==> src/rtl/bbm_pkg.sv <==
package bbm_pkg;

    // Sequencer phases of one bus transfer
    typedef enum logic [1:0] {
        ST_IDLE = 2'd0,
        ST_ADDR = 2'd1,
        ST_DATA = 2'd2
    } bbm_state_e;

    localparam int unsigned BBM_ADDR_W = 30;
    localparam int unsigned BBM_DATA_W = 32;
    localparam int unsigned BBM_BEATS  = 4;

endpackage

==> src/rtl/bbm_lane_parity.sv <==
module bbm_lane_parity #(
    parameter int unsigned DW = 32,
    localparam int unsigned LANES = DW / 8
) (
    input  logic [DW-1:0]    data,
    output logic [LANES-1:0] par
);

    // One even-parity bit per byte lane
    for (genvar g = 0; g < LANES; g++) begin : g_lane
        assign par[g] = ^data[8*g +: 8];
    end

endmodule

==> src/rtl/bbm_wrap_addr.sv <==
module bbm_wrap_addr #(
    parameter int unsigned AW    = 30,
    parameter int unsigned BEATS = 4,
    localparam int unsigned BW   = (BEATS > 1) ? $clog2(BEATS) : 1
) (
    input  logic [AW-1:0] cur_addr,
    input  logic [BW-1:0] beat,
    input  logic          burst,
    output logic [AW-1:0] next_addr,
    output logic          is_last
);

    logic [BW-1:0] low_inc;

    // Step the in-line word offset and wrap inside the aligned line
    assign low_inc   = cur_addr[BW-1:0] + BW'(1);
    assign next_addr = {cur_addr[AW-1:BW], low_inc};
    assign is_last   = !burst || (beat == BW'(BEATS - 1));

endmodule

==> src/rtl/burst_bus_master.sv <==
module burst_bus_master
    import bbm_pkg::*;
#(
    parameter int unsigned AW    = BBM_ADDR_W,
    parameter int unsigned DW    = BBM_DATA_W,
    parameter int unsigned BEATS = BBM_BEATS,
    localparam int unsigned LANES = DW / 8,
    localparam int unsigned BW    = (BEATS > 1) ? $clog2(BEATS) : 1
) (
    input  logic             clk,
    input  logic             rst_n,
    input  logic             req_valid,
    output logic             req_ready,
    input  logic [AW-1:0]    req_addr,
    input  logic             req_write,
    input  logic             req_burst,
    input  logic [LANES-1:0] req_be,
    input  logic [DW-1:0]    req_wdata,
    output logic             rsp_valid,
    output logic [DW-1:0]    rsp_data,
    output logic [BW-1:0]    rsp_beat,
    output logic             rsp_done,
    output logic [AW-1:0]    bus_addr,
    output logic [LANES-1:0] bus_be_n,
    output logic             bus_ads_n,
    output logic             bus_last_n,
    output logic             bus_wr,
    output logic             bus_drive,
    output logic [DW-1:0]    bus_wdata,
    output logic [LANES-1:0] bus_wpar,
    input  logic [DW-1:0]    bus_rdata,
    input  logic             bus_rdy_n
);

    typedef struct packed {
        bbm_state_e       st;
        logic [AW-1:0]    addr;
        logic [LANES-1:0] be_n;
        logic [DW-1:0]    wdata;
        logic             wr;
        logic             burst;
        logic [BW-1:0]    beat;
        logic             rsp_valid;
        logic [DW-1:0]    rsp_data;
        logic [BW-1:0]    rsp_beat;
        logic             rsp_done;
    } regs_t;

    regs_t r_d, r_q;

    logic [AW-1:0] wrap_addr;
    logic          beat_last;

    bbm_wrap_addr #(
        .AW    (AW),
        .BEATS (BEATS)
    ) u_wrap (
        .cur_addr  (r_q.addr),
        .beat      (r_q.beat),
        .burst     (r_q.burst),
        .next_addr (wrap_addr),
        .is_last   (beat_last)
    );

    bbm_lane_parity #(
        .DW (DW)
    ) u_par (
        .data (r_q.wdata),
        .par  (bus_wpar)
    );

    // Next-state computation
    always_comb begin
        r_d           = r_q;
        r_d.rsp_valid = 1'b0;
        r_d.rsp_done  = 1'b0;
        unique case (r_q.st)
            ST_IDLE: begin
                if (req_valid) begin
                    r_d.st    = ST_ADDR;
                    r_d.addr  = req_addr;
                    r_d.wr    = req_write;
                    r_d.burst = req_burst && !req_write;
                    r_d.be_n  = (req_burst && !req_write) ? '0 : ~req_be;
                    r_d.wdata = req_wdata;
                    r_d.beat  = '0;
                end
            end
            ST_ADDR: begin
                r_d.st = ST_DATA;
            end
            ST_DATA: begin
                if (!bus_rdy_n) begin
                    if (!r_q.wr) begin
                        r_d.rsp_valid = 1'b1;
                        r_d.rsp_data  = bus_rdata;
                        r_d.rsp_beat  = r_q.beat;
                    end
                    if (beat_last) begin
                        r_d.st       = ST_IDLE;
                        r_d.rsp_done = 1'b1;
                    end else begin
                        r_d.beat = r_q.beat + BW'(1);
                        r_d.addr = wrap_addr;
                    end
                end
            end
            default: r_d.st = ST_IDLE;
        endcase
    end

    // State registers
    always_ff @(posedge clk) begin
        if (!rst_n) begin
            r_q           <= '0;
            r_q.st        <= ST_IDLE;
            r_q.be_n      <= '1;
        end else begin
            r_q <= r_d;
        end
    end

    assign req_ready  = (r_q.st == ST_IDLE);
    assign rsp_valid  = r_q.rsp_valid;
    assign rsp_data   = r_q.rsp_data;
    assign rsp_beat   = r_q.rsp_beat;
    assign rsp_done   = r_q.rsp_done;
    assign bus_addr   = r_q.addr;
    assign bus_be_n   = r_q.be_n;
    assign bus_ads_n  = (r_q.st != ST_ADDR);
    assign bus_last_n = !((r_q.st == ST_DATA) && beat_last);
    assign bus_wr     = r_q.wr;
    assign bus_drive  = r_q.wr && (r_q.st != ST_IDLE);
    assign bus_wdata  = r_q.wdata;

endmodule

==> config.mk <==
export PLATFORM = sky130hd
export DESIGN_NAME = burst_bus_master
export DESIGN_NICKNAME = d
export VERILOG_FILES = /design/src/rtl/bbm_pkg.sv /design/src/rtl/bbm_lane_parity.sv /design/src/rtl/bbm_wrap_addr.sv /design/src/rtl/burst_bus_master.sv
export SDC_FILE = /design/constraint.sdc
export NUM_CORES = 1
export LEC_CHECK = 0
export CORE_ASPECT_RATIO = 0.9
export CORE_MARGIN = 5
export CORE_UTILIZATION = 46
export DETAILED_ROUTE_END_ITERATION = 6
export PLACE_DENSITY = 0.88
export REMOVE_ABC_BUFFERS = 1
export SLEW_MARGIN = 15
export SYNTH_ARGS = -nofsm -noshare
export SYNTH_HDL_FRONTEND = slang
export SYNTH_SLANG_ARGS = --single-unit
export TNS_END_PERCENT = 100
==> constraint.sdc <==
create_clock -name clk -period 4 [get_ports clk]
set_input_delay 0.8 -clock clk [delete_from_list [all_inputs] [get_ports clk]]
set_output_delay 0.8 -clock clk [all_outputs]
set_load 0.01 [all_outputs]
# Word level (Yosys, flattened, before mapping)
# Index checks and enable logic that the tools add are counted.
# Widths: inputs -> output; s select.
[word_totals]
regBits = 108
[classes]
n_bitwise = 5
n_mux = 12
addsub = 2
n_eq_ne = 8
reduce_logical = 20
[op_table]
columns = ["operator", "n"]
rows = [
  ["$mux 72", 1],
  ["$pmux 30 s2", 1],
  ["$mux 38", 1],
  ["$mux 35", 1],
  ["$mux 32", 1],
  ["$reduce_xor 8->1", 4],
  ["$reduce_and 3->1", 3],
  ["$ne 2x2->1 const B", 4],
  ["$mux 2", 3],
  ["$pmux 2 s3", 1],
  ["$add 2x1->2 const B", 2],
  ["$eq 2x2->1 const B", 2],
  ["$mux 4", 1],
  ["$not 1->1", 4],
  ["$not 4->4", 1],
  ["$pmux 2 s2", 1],
  ["$reduce_and 4->1", 1],
  ["$reduce_bool 2->1", 2],
  ["$logic_and 1x1->1", 3],
  ["$logic_not 1->1", 3],
  ["$reduce_or 3->1", 1],
  ["$eq 2x1->1 const B", 1],
  ["$logic_not 2->1", 1],
  ["$ne 2x1->1 const B", 1],
  ["other kinds (3)", 3],
]

# Logic depth before layout (Yosys ltp)
# Gate-level depths: netlist of the first run.
[depth]
depth_word = 5
ltp_mapped = 6
ltp_nobuf = 4

# Hierarchy
# From an unflattened synthesis of the first run, not the netlist that was laid out.
[unflattened]
hier_cells = 680
area_unflattened_um2 = 5619.1
[modules_own_cells]
columns = ["mod", "instances", "area_each_um2", "cells_each"]
rows = [
  ["burst_bus_master", 1, 5141.2, 621],
  ["bbm_lane_parity", 1, 245.2, 28],
  ["bbm_wrap_addr", 1, 232.7, 31],
]

# Worst setup path before layout of the first run
# Ideal clock, no wire load.
[synth_timing]
path_type = "input to register"
startpoint = "input bus_rdy_n"
endpoint = "register r_q, in the netlist rsp_data[10]"
stages = 5
t_arrival_ns = 1.681
slack_ns = 2.187
n_path_buf = 2
cell_sequence = "or4b_1 buf_2 buf_2 nand2_1 a21oi_1"
[synth_via]
elab_chain_cells = 2
[synth_lines]
columns = ["element", "line_no", "text"]
rows = [
  ["start, declared", "burst_bus_master.sv:32", "input logic bus_rdy_n"],
  ["$not 1->1 (no line)", "-", ""],
  ["$reduce_and 3->1 (no line)", "-", ""],
  ["end signal, assigned", "burst_bus_master.sv:119", "r_q <= r_d;"],
  ["end, declared", "burst_bus_master.sv:49", "regs_t r_d, r_q;"],
]
# Every way passes these cells.
# A chain may end at the register's enable or synchronous reset.

# Final worst setup path of the first run
[layout_timing]
startpoint = "register r_q, in the netlist bus_wdata[0]"
endpoint = "output bus_wpar[0]"
[layout_via]
elab_chain_cells = 1
[layout_lines]
columns = ["element", "line_no", "text"]
rows = [
  ["$reduce_xor 8->1", "bbm_lane_parity.sv:11", "assign par[g] = ^data[8*g +: 8];"],
  ["end, declared", "burst_bus_master.sv:30", "output logic [LANES-1:0] bus_wpar,"],
]
# Every way passes these cells.

==> results of run 1 <==
==> metal layers <==
layer | wire [um] | track usage [%] | vias to the layer above
met4 | 178 | 3.97 | 0
met1 | 4930 | 20.9 | 1930
met2 | 6270 | 33.9 | 165
met3 | 1180 | 8.41 | 14
met5 | 0 | 0 | -
li1 | - | - | 2031
==> worst max-delay path, cell delays in order (launching register included) <==
cell             delay (ps)
dfxtp_1                 380
xor2_1                  200
xnor2_1                 170
xnor2_1                 150
clkdlybuf4s50_1         570
==> cell type report <==
| class | instances | area [um2] |
|---|---|---|
| clock buffer | 13 | 270 |
| multi-input combinational | 363 | 1790 |
| sequential | 108 | 2160 |
| tap | 129 | 161 |
| timing repair buffer | 219 | 2190 |
| fill | 850 | 3670 |
| inverter | 1 | 3.75 |
| clock inverter | 3 | 43.8 |
==> registers in the layout, summed over array words and instances (netlist names) <==
register and flops:
bus_wdata 32, bus_be_n 4, bus_wr 1, rsp_done 1, rsp_valid 1, rsp_data 32
bus_addr 30, rsp_beat 2, r_q 5
==> power groups by stage <==
stage | logic, mW | clock network, mW | registers [mW]
2_1_floorplan | 0.180 | 0 | 1.21
3_3_place_gp | 0.492 | 0 | 1.19
3_5_place_dp | 0.504 | 0 | 1.20
4_1_cts | 0.506 | 0.942 | 1.17
5_1_grt | 0.538 | 0.991 | 1.18
6_report | 0.500 | 0.925 | 1.17
==> synth_stat cells (all sizes together), types with 3 or more instances <==
cell type  number
nor2b           4
nand2b          4
a21oi          98
nand2         201
xor2            4
buf           118
nor2            3
xnor2          24
dfxtp         108
o311ai          4
clkbuf         18
==> cell families (layout without fill, tap and decap cells) <==
kind of cell | after synthesis | after routing | share of synthesized area [%]
AOI/OAI and AO/OA | 109 | 109 | 12.0
xor gates and xnor gates | 28 | 28 | 5.04
adders and majority gates | 1 | 1 | 0.257
buffers and inverters | 137 | 236 | 19.0
DFF | 108 | 108 | 44.4
muxes | 2 | 2 | 0.411
and+or+nand+nor | 223 | 223 | 18.9
==> worst max-delay path by stage <==
stage                     slack (ps)          from  depth (start not counted)            to
after floorplan                 -880     req_valid                          3   bus_addr[0]
after global placement          1170     bus_rdy_n                          4   rsp_beat[1]
after detailed placement        1080     bus_rdy_n                          4  rsp_data[28]
after CTS                       1370  bus_wdata[0]                          4   bus_wpar[0]
after global routing            1250      r_q[107]                          3    bus_last_n
final                           1390  bus_wdata[0]                          4   bus_wpar[0]
==> per-stage QoR <==
stage | std cells | utilization (%) | worst slack (ps) | instance area, um2 | power, mW
4_1_cts | 836 | 64.3 | 1370 | 6620 | 2.62
3_3_place_gp | 820 | 61.3 | 1170 | 6300 | 1.68
3_5_place_dp | 820 | 61.3 | 1080 | 6300 | 1.70
5_1_grt | 836 | 64.3 | 1250 | 6620 | 2.71
6_report | 836 | 64.3 | 1390 | 6620 | 2.60
2_1_floorplan | 472 | - | -882 | 3950 | 1.39
==> run_results.csv, run 1 <==
group,metric,value,unit
power,internal_power,1.96,mW
placed_design,gp_congestion,0.790,
yosys,ys_async_sr_fraction,0,%
global_route,grt_pass1_wl,19.9,mm
worst_setup_path,critPathArrivalTime,1810,ps
placed_design,hpwl,9.27,mm
worst_hold_path,hold_path_class,"register to register",
outcome,status,"complete, no violations",
yosys,synth_edf_count,0,
global_route,grt_max_degree,64,
floorplan,dieArea,0.0127,mm2
worst_setup_path,crit_path_start_kind,"register",
sta,hold_violations,0,
power,seqPwrFrac,45.1,%
clock_tree,clockBufferDepth,2,
power,pwr_density_cell,392,mW/mm2
power,p_clk_share,35.6,%
floorplan,pin_count,215,
sta,fin_crit_sh,65.3,%
power,leakagePower,2.36,nW
global_route,antenna_found_initial,0,
power,switching_share,24.7,%
power,power.switching,640,uW
yosys,synth_top_cell_by_area,"dfxtp_1",
route,viasPerCell,4.95,
global_route,grt.overflow.total,0,
worst_setup_path,rr_startpoint,"r_q[107]",
sta,setup_viol,0,
worst_hold_path,min_delay_worst_endpoint,"rsp_data[15]",
global_route,grt_use_total,19.0,%
worst_hold_path,min_from,"rsp_data[15]",
clock_tree,clk-insertion-delay-late,340,ps
worst_setup_path,cp_data_required_time,3200,ps
clock_tree,clkTransAtPathRegs,70,ps
placed_design,io_buffers,214,
power,ir_drop,0.304,mV
floorplan,start_util,47.3,%
route,ant_nets,0,
sta,rsz0062_at_grt,"false",
yosys,synth_flop_cell,"dfxtp_1",
yosys,netlist.area_leader.share,44.4,%
worst_setup_path,worst-setup-path-type,"register to primary output",
finish,drive_gt1_share,3.68,%
global_route,grt_pass1_vias,4062,
finish,mostFrequentLayoutCell,"clkdlybuf4s50_1",
sta,setup_tns,0,ps
power,power_frac_comb,19.3,%
worst_hold_path,hold_depth,2,
clock_tree,post-cts-setup-buffer-count,0,
finish,area_growth,36.0,%
yosys,syn-instance-count,608,
yosys,yosys-top-cells-area,"dfxtp_1 (44%), nand2_1 (16%), buf_4 (15%)",
yosys,yosysWarnings,0,
run,drv_cap,0,
yosys,synthesis.area,0.00487,mm2
yosys,synth_seq_cells,108,
clock_tree,cts-htree-levels,3,
sta,holdWs,454,ps
floorplan,die_x,118,um
clock_tree,cts.repair.resized,0,
finish,final_cell_mix,"clkdlybuf4s50_1 (214), nand2_1 (201), dfxtp_1 (108)",
worst_setup_path,cp-end-kind,"primary output",
sta,min_period,2610,ps
worst_setup_path,ff2ff_setup_slack,2000,ps
worst_setup_path,reg2reg_to,"rsp_data[3]",
clock_tree,clkSinkCount,108,
clock_tree,cts_tree,"built",
yosys,synth.distinct_cells,33,
finish,diodes,0,
floorplan,rows,35,
sta,worst_pin_slew,820,ps
floorplan,core,0.0103,mm2
worst_setup_path,reg2regPathDepth,3,
route,drc,0,
sta,fmax,0.383,GHz
sta,max_slew_margin,45.2,%
route,dr_total_vias,4140,
route,dr.pass1.iters,5,
finish,nNetsFinal,807,
worst_setup_path,crit_path_max_fanout,3,
clock_tree,ctsHoldBuffers,0,
route,drt-wirelength-per-cell,15.0,um
sta,fin_skew,7.00,ps
yosys,ys_seq_area_share,44.4,%
clock_tree,clock-root-buffer,"clkbuf_16",
yosys,synth.avg_cell_area,8.01,um2
route,wl,12.6,mm
sta,finalMaxSlewViolations,0,
route,drtIter0Drc,314,
clock_tree,numCtsBuffers,9,
floorplan,die_y,108,um
(Power assumes the default switching activity.)
==> inputs of run 2 (changes only) <==
--- a/config.mk
+++ b/config.mk
@@ -7,9 +7,9 @@
 export LEC_CHECK = 0
 export CORE_ASPECT_RATIO = 0.9
 export CORE_MARGIN = 5
-export CORE_UTILIZATION = 46
+export CORE_UTILIZATION = 38
 export DETAILED_ROUTE_END_ITERATION = 6
-export PLACE_DENSITY = 0.88
+export PLACE_DENSITY = 0.78
 export REMOVE_ABC_BUFFERS = 1
 export SLEW_MARGIN = 15
 export SYNTH_ARGS = -nofsm -noshare
==> constraint.sdc (replaced) <==
create_clock -name clk -period 2.4 [get_ports clk]
set_input_delay 0.48 -clock clk [delete_from_list [all_inputs] [get_ports clk]]
set_output_delay 0.48 -clock clk [all_outputs]
set_load 0.01 [all_outputs]
==> run 2 against run 1 <==
  * Critical endpoint unchanged
  * Die area up 19%
  * Cell count is 5.0% higher
  * Global-route usage fell by 2.8 points
  * Worst hold slack got worse by 1.9 ps
==> run_results.csv, run 2 (synthesized netlist as in run 1, its figures left out) <==
group,metric,value,unit
floorplan,die_x,129,um
clock_tree,clkTransAtPathRegs,70,ps
sta,fin_skew,7.18,ps
finish,area_growth,38.6,%
floorplan,start_util,38.5,%
worst_setup_path,worst-setup-path-type,"register to primary output",
sta,finalMaxSlewViolations,0,
route,dr.pass1.iters,5,
sta,fmax,0.443,GHz
global_route,grt_use_total,16.2,%
finish,drive_gt1_share,4.49,%
worst_setup_path,slowest_delay,550,ps
route,drt-wirelength-per-cell,14.0,um
sta,holdWs,452,ps
power,leakagePower,2.39,nW
global_route,grt_pass1_vias,3779,
clock_tree,cts_tree,"built",
placed_design,place_ws,215,ps
worst_hold_path,hold_path_class,"register to register",
route,viasPerCell,4.56,
floorplan,core,0.0126,mm2
worst_setup_path,worstPathCellList,"xor2_1, xnor2_1, xnor2_1, clkdlybuf4s50_1",
finish,fin_cells,878,
worst_setup_path,path_common_cell,"xnor2_1",
sta,max_slew_margin,69.2,%
global_route,grt_max_degree,46,
global_route,grt.overflow.total,0,
placed_design,gp_congestion,0.757,
sta,min_period,2260,ps
clock_tree,clock-root-buffer,"clkbuf_16",
sta,final.setup.worst_slack,143,ps
outcome,status,"complete, no violations",
route,ant_nets,0,
route,drc,0,
route,drtIter0Drc,129,
clock_tree,numCtsBuffers,9,
floorplan,dieArea,0.0152,mm2
global_route,grt_pass1_wl,19.6,mm
clock_tree,clockBufferDepth,2,
global_route,antenna_found_initial,1,
worst_setup_path,cp_data_required_time,1920,ps
sta,fin_crit_sh,94.1,%
worst_setup_path,critPathArrivalTime,1780,ps
power,pwr_density_cell,632,mW/mm2
clock_tree,clk-insertion-delay-late,340,ps
finish,nNetsFinal,814,
sta,setup_viol,0,
floorplan,rows,39,
placed_design,hpwl,9.05,mm
worst_setup_path,crit_path_max_fanout,3,
worst_setup_path,crit_slowest_cell,"clkdlybuf4s50_1",
placed_design,io_buffers,214,
sta,setup_tns,0,ps
worst_setup_path,crit_path_start_kind,"register",
floorplan,pin_count,215,
placed_design,place_area,0.00645,mm2
sta,rsz0062_at_grt,"false",
clock_tree,cts-htree-levels,3,
placed_design,place_inst,862,
route,dr_total_vias,4004,
finish,final_cell_area,0.00675,mm2
clock_tree,clkSinkCount,108,
run,drv_cap,0,
finish,final_cell_mix,"clkdlybuf4s50_1 (214), nand2_1 (201), dfxtp_1 (107)",
finish,mostFrequentLayoutCell,"clkdlybuf4s50_1",
worst_setup_path,cp-end-kind,"primary output",
floorplan,die_y,117,um
sta,hold_violations,0,
power,ir_drop,0.469,mV
route,wl,12.3,mm
clock_tree,ctsHoldBuffers,0,
sta,worst_pin_slew,460,ps
## run 2: final cells by class
type / count / area, um2
multi-input combinational: 363 / 1790
clock inverter: 4 / 50.0
fill: 1186 / 5890
clock buffer: 11 / 243
timing repair buffer: 226 / 2290
sequential: 108 / 2160
antenna: 1 / 2.50
inverter: 1 / 3.75
tap: 164 / 205
## run 2: critical path: cells and delay by family (launching register included)
family / cells / cell delay [ps]
buffers and inverters: 1 / 550
DFF: 1 / 380
xor gates and xnor gates: 3 / 510
## run 2: worst paths after layout
path	startpoint	endpoint	slack [ps]	cells past startpoint
max	bus_wdata[0]	bus_wpar[0]	140	4
min	bus_addr[18]	bus_addr[18]	450	2
max reg2reg	r_q[106]	bus_be_n[0]	820	3
min reg2reg	bus_addr[18]	bus_addr[18]	450	2
## run 2: per-stage QoR
stage	util (%)	power, mW
2_1_floorplan	-	2.32
5_1_grt	53.4	4.48
4_1_cts	53.4	4.33
3_3_place_gp	51.0	2.84
6_report	53.4	4.26
3_5_place_dp	51.0	2.85
## run 2: power breakdown
part	total [mW]	internal (mW)	switching [mW]	leakage (nW)
registers	1.95	1.88	0.0663	0.883
logic	0.848	0.502	0.346	1.37
clock network	1.47	0.830	0.635	0.138
## run 2: layer usage
| metal | vias to the layer above | part of all wire (%) | track usage, % |
|---|---|---|---|
| li1 | 2049 | - | - |
| met1 | 1804 | 39 | 18.7 |
| met2 | 135 | 48 | 26.6 |
| met3 | 16 | 11 | 7.77 |
| met4 | 0 | 1.7 | 4.20 |
| met5 | - | 0 | 0 |
## run 2: timing repair
action | 4_1_cts | 5_1_grt
gates resized for setup | 0 | 1
setup buffers | 0 | 0
endpoints found under the setup margin | 0 | 1
==> inputs of run 3 (changes only) <==
--- a/config.mk
+++ b/config.mk
@@ -8,6 +8,7 @@
 export CORE_ASPECT_RATIO = 0.9
 export CORE_MARGIN = 5
 export CORE_UTILIZATION = 38
+export CTS_CLUSTER_DIAMETER = 30
 export DETAILED_ROUTE_END_ITERATION = 6
 export PLACE_DENSITY = 0.78
 export REMOVE_ABC_BUFFERS = 1
==> results of run 3 <==
Same layout as run 2: the final DEF is identical, and so are final timing and power.
